## config.mk

```make
export PLATFORM = sky130hd
export DESIGN_NAME = seg_clear_scanner
export DESIGN_NICKNAME = d
export VERILOG_FILES = /design/src/rtl/scan_pkg.sv /design/src/rtl/scan_probe.sv /design/src/rtl/scan_fsm.sv /design/src/rtl/scan_field_reg.sv /design/src/rtl/seg_clear_scanner.sv
export SDC_FILE = /design/constraint.sdc
export NUM_CORES = 1
export LEC_CHECK = 0
export ABC_CLOCK_PERIOD_IN_PS = 3500
export BUFFER_PORTS_ARGS = -buffer_cell sky130_fd_sc_hd__buf_4
export CAP_MARGIN = 10
export CORE_ASPECT_RATIO = 0.75
export CORE_MARGIN = 3
export CORE_UTILIZATION = 52
export DETAILED_ROUTE_END_ITERATION = 7
export PLACE_DENSITY = 0.84
export RECOVER_POWER = 25
export SLEW_MARGIN = 40
export SYNTH_ARGS = -nofsm -noshare
export SYNTH_HDL_FRONTEND = slang
export SYNTH_HIERARCHICAL = 1
export SYNTH_SLANG_ARGS = --single-unit
```

## constraint.sdc

```tcl
create_clock -name clk -period 3.5 [get_ports clk]
set_clock_uncertainty 0.2 [all_clocks]
set_input_delay 0.35 -clock clk [delete_from_list [all_inputs] [get_ports clk]]
set_output_delay 0.35 -clock clk [all_outputs]
set_load 0.01 [all_outputs]
```

## src/rtl/scan_pkg.sv

```systemverilog
package scan_pkg;

    typedef enum logic [2:0] {
        S_IDLE,
        S_UP,
        S_DOWN,
        S_DONE_CLEAR,
        S_DONE_MINE
    } scan_state_t;

    typedef enum logic {
        DIR_UP,
        DIR_DOWN
    } walk_dir_t;

endpackage

```

## src/rtl/scan_probe.sv

```systemverilog
module scan_probe
    import scan_pkg::*;
#(
    parameter int FIELD_W = 16
) (
    input  logic [FIELD_W-1:0] ptr,
    input  logic [FIELD_W-1:0] mask,
    input  walk_dir_t          dir,
    output logic [FIELD_W-1:0] nxt_ptr,
    output logic               at_edge,
    output logic               blocked
);

    logic [FIELD_W-1:0] hit_vec;

    always_comb begin
        if (dir == DIR_UP) begin
            nxt_ptr = ptr << 1;
            at_edge = ptr[FIELD_W-1];
        end else begin
            nxt_ptr = ptr >> 1;
            at_edge = ptr[0];
        end
    end

    for (genvar i = 0; i < FIELD_W; i++) begin : g_cell
        assign hit_vec[i] = nxt_ptr[i] & mask[i];
    end

    assign blocked = |hit_vec;

endmodule

```

## src/rtl/scan_fsm.sv

```systemverilog
module scan_fsm
    import scan_pkg::*;
(
    input  logic      clk,
    input  logic      rst_n,
    input  logic      activate,
    input  logic      origin_mine,
    input  logic      at_edge,
    input  logic      blocked,
    output logic      load,
    output logic      step,
    output logic      restart,
    output walk_dir_t dir,
    output logic      busy,
    output logic      done,
    output logic      mine_hit
);

    scan_state_t state_q, state_d;
    logic        stop_walk;

    assign stop_walk = at_edge | blocked;

    always_ff @(posedge clk) begin
        if (!rst_n) state_q <= S_IDLE;
        else        state_q <= state_d;
    end

    always_comb begin
        state_d = state_q;
        unique case (state_q)
            S_IDLE: begin
                if (activate) state_d = origin_mine ? S_DONE_MINE : S_UP;
            end
            S_UP: begin
                if (stop_walk) state_d = S_DOWN;
            end
            S_DOWN: begin
                if (stop_walk) state_d = S_DONE_CLEAR;
            end
            S_DONE_CLEAR: state_d = S_IDLE;
            S_DONE_MINE:  state_d = S_IDLE;
            default:      state_d = S_IDLE;
        endcase
    end

    always_comb begin
        load     = 1'b0;
        step     = 1'b0;
        restart  = 1'b0;
        dir      = DIR_UP;
        busy     = 1'b1;
        done     = 1'b0;
        mine_hit = 1'b0;
        unique case (state_q)
            S_IDLE: begin
                busy = 1'b0;
                load = activate;
            end
            S_UP: begin
                step    = !stop_walk;
                restart = stop_walk;
            end
            S_DOWN: begin
                dir  = DIR_DOWN;
                step = !stop_walk;
            end
            S_DONE_CLEAR: done = 1'b1;
            S_DONE_MINE: begin
                done     = 1'b1;
                mine_hit = 1'b1;
            end
            default: busy = 1'b0;
        endcase
    end

    p_done_single_r8: assert property (@(posedge clk) disable iff (!rst_n)
        done |=> !done);

    p_hit_with_done_r3: assert property (@(posedge clk) disable iff (!rst_n)
        mine_hit |-> done);

    p_down_after_up_r6: assert property (@(posedge clk) disable iff (!rst_n)
        (state_q == S_DOWN) |-> ($past(state_q) == S_UP || $past(state_q) == S_DOWN));

endmodule

```

## src/rtl/scan_field_reg.sv

```systemverilog
module scan_field_reg #(
    parameter int FIELD_W = 16,
    parameter int IDX_W   = $clog2(FIELD_W)
) (
    input  logic               clk,
    input  logic               rst_n,
    input  logic               load,
    input  logic               step,
    input  logic               restart,
    input  logic               busy,
    input  logic [IDX_W-1:0]   sw_idx,
    input  logic [FIELD_W-1:0] mask_in,
    input  logic [FIELD_W-1:0] led_in,
    input  logic [FIELD_W-1:0] nxt_ptr,
    output logic [FIELD_W-1:0] ptr_q,
    output logic [FIELD_W-1:0] mask_q,
    output logic [FIELD_W-1:0] led_q
);

    logic [FIELD_W-1:0] origin_q;
    logic [FIELD_W-1:0] origin_oh;

    assign origin_oh = {{(FIELD_W-1){1'b0}}, 1'b1} << sw_idx;

    always_ff @(posedge clk) begin
        if (!rst_n) begin
            ptr_q    <= '0;
            origin_q <= '0;
            mask_q   <= '0;
            led_q    <= '0;
        end else if (load) begin
            ptr_q    <= origin_oh;
            origin_q <= origin_oh;
            mask_q   <= mask_in;
            led_q    <= ((origin_oh & mask_in) != '0) ? led_in : (led_in & ~origin_oh);
        end else if (step) begin
            ptr_q <= nxt_ptr;
            led_q <= led_q & ~nxt_ptr;
        end else if (restart) begin
            ptr_q <= origin_q;
        end
    end

    p_led_only_falls_r7: assert property (@(posedge clk) disable iff (!rst_n)
        !load |=> ((led_q & ~$past(led_q)) == '0));

    p_mine_kept_r7: assert property (@(posedge clk) disable iff (!rst_n)
        step |=> ((($past(led_q) ^ led_q) & mask_q) == '0));

    p_no_reload_busy_r9: assert property (@(posedge clk) disable iff (!rst_n)
        busy |-> !load);

    p_ptr_onehot_r5: assert property (@(posedge clk) disable iff (!rst_n)
        busy |-> ($countones(ptr_q) == 1));

    p_hold_idle_r10: assert property (@(posedge clk) disable iff (!rst_n)
        (!busy && !load) |=> $stable(led_q));

endmodule

```

## src/rtl/seg_clear_scanner.sv

```systemverilog
module seg_clear_scanner
    import scan_pkg::*;
#(
    parameter  int FIELD_W = 16,
    localparam int IDX_W   = $clog2(FIELD_W)
) (
    input  logic               clk,
    input  logic               rst_n,
    input  logic               activate,
    input  logic [IDX_W-1:0]   sw_idx,
    input  logic [FIELD_W-1:0] mine_mask,
    input  logic [FIELD_W-1:0] led_in,
    output logic [FIELD_W-1:0] led_out,
    output logic               mine_hit,
    output logic               done,
    output logic               busy
);

    logic               load, step, restart;
    logic               at_edge, blocked;
    walk_dir_t          dir;
    logic [FIELD_W-1:0] ptr_q, mask_q, nxt_ptr;
    logic               origin_mine;

    assign origin_mine = mine_mask[sw_idx];

    scan_fsm u_fsm (
        .clk         (clk),
        .rst_n       (rst_n),
        .activate    (activate),
        .origin_mine (origin_mine),
        .at_edge     (at_edge),
        .blocked     (blocked),
        .load        (load),
        .step        (step),
        .restart     (restart),
        .dir         (dir),
        .busy        (busy),
        .done        (done),
        .mine_hit    (mine_hit)
    );

    scan_probe #(.FIELD_W(FIELD_W)) u_probe (
        .ptr     (ptr_q),
        .mask    (mask_q),
        .dir     (dir),
        .nxt_ptr (nxt_ptr),
        .at_edge (at_edge),
        .blocked (blocked)
    );

    scan_field_reg #(.FIELD_W(FIELD_W), .IDX_W(IDX_W)) u_field (
        .clk     (clk),
        .rst_n   (rst_n),
        .load    (load),
        .step    (step),
        .restart (restart),
        .busy    (busy),
        .sw_idx  (sw_idx),
        .mask_in (mine_mask),
        .led_in  (led_in),
        .nxt_ptr (nxt_ptr),
        .ptr_q   (ptr_q),
        .mask_q  (mask_q),
        .led_q   (led_out)
    );

    p_busy_after_start_r2: assert property (@(posedge clk) disable iff (!rst_n)
        $rose(busy) |-> $past(activate));

endmodule

```

==> metrics <==
Clock Tree Buf Depth 2; startpoint class of the critical path flip-flop; Post-CTS Hold Buffers 0; Max IR drop VDD approximately 0.38 mV; clk sinks 67; Fin Setup TNS -2.240 ns; die area 8495 µm²; GR Util met3 8.594%; syn nets just under 500; final worst slack -0.1705 ns; wire length per cell ~21 µm; First DRT Iteration DRCs 617; nets@finish ~580; grt met2 use a little under half; RSZ-0062 raised after global routing yes; Synth area leader dfxtp_1; gpl congestion around 0.90; antenna cells 0; clock buffer count from CTS 9; WP data required between 3 and 4 ns; PnR Total Power a little under 4000 µW; Starting Density a little under three fifths; Combinational Power Share a little under three fifths; Die X 105.4 µm; CP Max Fanout 14; CP max-delay cell or4b_4; CTS tree yes; drt total wl between 10 and 15 mm; ANT nets after route 0; post-DP HPWL between 8 and 9 mm; EDFF count, synth 0; met1 Resource Use GR between 30% and 40%; grt ovf 0; Hold Vio Cnt, Final 0; number of H-tree levels 3; FF+latch count, synth 67; Crit Path Category flip-flop to flip-flop; Clock power frac roughly 15%; Netlist cell types 62; arrival time at the worst endpoint 3.72 ns; Slew HR approximately three fifths; Row Count 26; Slew Limit Fails 0; Worst-Skew Late Latency 0.36 ns; final period utilization 104.9%; core area between 6000 and 7000 µm²; Synth top area share a little over a third; run status complete, but fails checks; first-pass GRT wire length roughly 19 mm; syn_area_per_cell between 8 and 9 µm²; Tmin final around 3.7 ns; Slowest Stage Delay on Critical Path between 0.5 and 0.6 ns; Worst-path clk slew roughly 0.08 ns; FF-to-FF path depth 13; gr busiest metal met2; largest net degree at the start of global routing 67; most common cell in the netlist dfxtp_1; register area share after synthesis 34.78%; top post-synthesis cells by area dfxtp_1, mux2i_1, a21oi_1; Ys Warns 6; Synth Instances ~450; Commonest cells post-synth dfxtp_1, nand2_1, a21oi_1; Area Overhead vs Synth 29.23%; Power Internal 2280 µW; Async SR Flop Fraction 0%; hold slack 0.04601 ns; number of detailed-route iterations in the first pass 6; failing checks negative setup slack; share of layout cells above drive strength 1 31.42%; Root Driver clkbuf_8; switch share just over 40%; Psw about 1600 µW; DRC viols 0; max_cap viols 0; overall via count from detail_route between 4,000 and 5,000; P_leak 0.001967 µW; Least-Margin Pin Slew between 0.5 and 0.6 ns; # setup viols final 26; Cell Area, Synth ~3900 µm²; Fmax achieved roughly 0.27 GHz; initial antenna violation count 0; total track usage 28.66%; IO Pins just under 60; number of buffers added on ports between 50 and 60; minimum setup slack after placement -0.2788 ns; vias in the first global route between 3,000 and 4,000; Via density 6.426; PwrDens about 800 nW/µm²; Seq pwr share ~28%; Critical Path End Type flip-flop; hold path depth 3; die height 80.58 µm; CP cell instances nand2b_4 > nor2_4 > mux2_4 > a222oi_1 > nand4_1 > or4b_4 > buf_4 > o21ai_4 > nor3_2 > or3_4 > buf_12 > o21ai_0 > a21oi_1; Post-synth top flop dfxtp_1; worst hold path type primary input to flip-flop
cells in the final DEF, fill, tap and decap left out, types with 7 or more instances in the layout:
| cell | synthesis | final |
|---|---|---|
| nand2_1 | 47 | 43 |
| clkbuf_1 | 13 | 13 |
| dfxtp_1 | 67 | 65 |
| nor2b_1 | 27 | 27 |
| a21oi_2 | 0 | 9 |
| buf_6 | 9 | 14 |
| o21ai_1 | 1 | 7 |
| mux2_2 | 10 | 8 |
| a22oi_1 | 7 | 7 |
| inv_1 | 13 | 13 |
| buf_4 | 2 | 79 |
| clkbuf_8 | 0 | 10 |
| a21oi_1 | 41 | 31 |
| o21ai_0 | 30 | 20 |
| o21a_1 | 11 | 11 |
| nand2b_1 | 20 | 18 |
| mux2i_1 | 22 | 22 |
| nor2_1 | 24 | 23 |
critical path: cells and delay by family (launching register included):
family,cells,cell delay (ns)
flops,1,0.33
simple gates,6,1.49
buf+inv,2,0.34
compound gates,4,0.84
mux,1,0.36
flip-flops by register name, indices dropped and copies added (netlist names):
name	cells
u_field/led_q	16
u_fsm/state_q	3
u_field/origin_q	16
u_field/ptr_q	16
u_field/mask_q	16
stage by stage:
step,area [µm²],utilization [%],std cells
2_1_floorplan,3887,-,452
3_3_place_gp,4447,63.58,602
3_5_place_dp,4447,63.58,602
4_1_cts,4753,67.96,626
5_1_grt,4984,71.25,639
6_report,4984,71.25,639
metal layers:
metal | wire, µm | vias to the layer above
li1 | - | 1787
met1 | 5284 | 1946
met2 | 6092 | 326
met3 | 1512 | 47
met4 | 392 | 0
met5 | 0 | -
worst paths after layout:
kind | from | end | slack (ns)
worst max-delay path | u_fsm/state_q[0] | u_field/ptr_q[6] | -0.17
worst min-delay path | led_in[9] | u_field/led_q[9] | 0.05
worst max register to register | u_fsm/state_q[0] | u_field/ptr_q[6] | -0.17
worst min register to register | u_field/led_q[6] | u_field/led_q[6] | 0.29
power groups by stage:
stage	logic (µW)	clock network [µW]	registers, µW
final	2190	581	1110
after global routing	2270	627	1120
after CTS	1720	578	1090
after detailed placement	1540	0	1100
after global placement	1500	0	1100
after floorplan	1040	0	1060
layout make-up:
class / instances / area (µm²)
multi-input cells: 336 / 2437
fillers: 533 / 2011
flip-flops and latches: 67 / 1344
repair buffers: 109 / 859.6
clock buffers: 10 / 137.6
well taps: 98 / 122.6
inverters: 14 / 52.55
clock inverters: 5 / 30.03
cells by family (layout without fill, tap and decap cells):
group / after synthesis / count (layout) / share of synthesized area, %
and+or+nand+nor: 162 / 162 / 22.10
DFF: 67 / 67 / 34.78
xor gates and xnor gates: 2 / 2 / 0.4543
buffers and inverters: 49 / 138 / 7.138
AOI/OAI and AO/OA: 131 / 131 / 22.42
muxes: 41 / 41 / 13.11
repair_timing:
item                       in CTS  in global routing
pin swaps                      20                 15
gates resized for setup        23                 47
setup buffers                   7                 13
gates cloned                    2                  2
setup endpoints to repair      28                 31
Note: power is estimated with default switching activity, not from simulation.
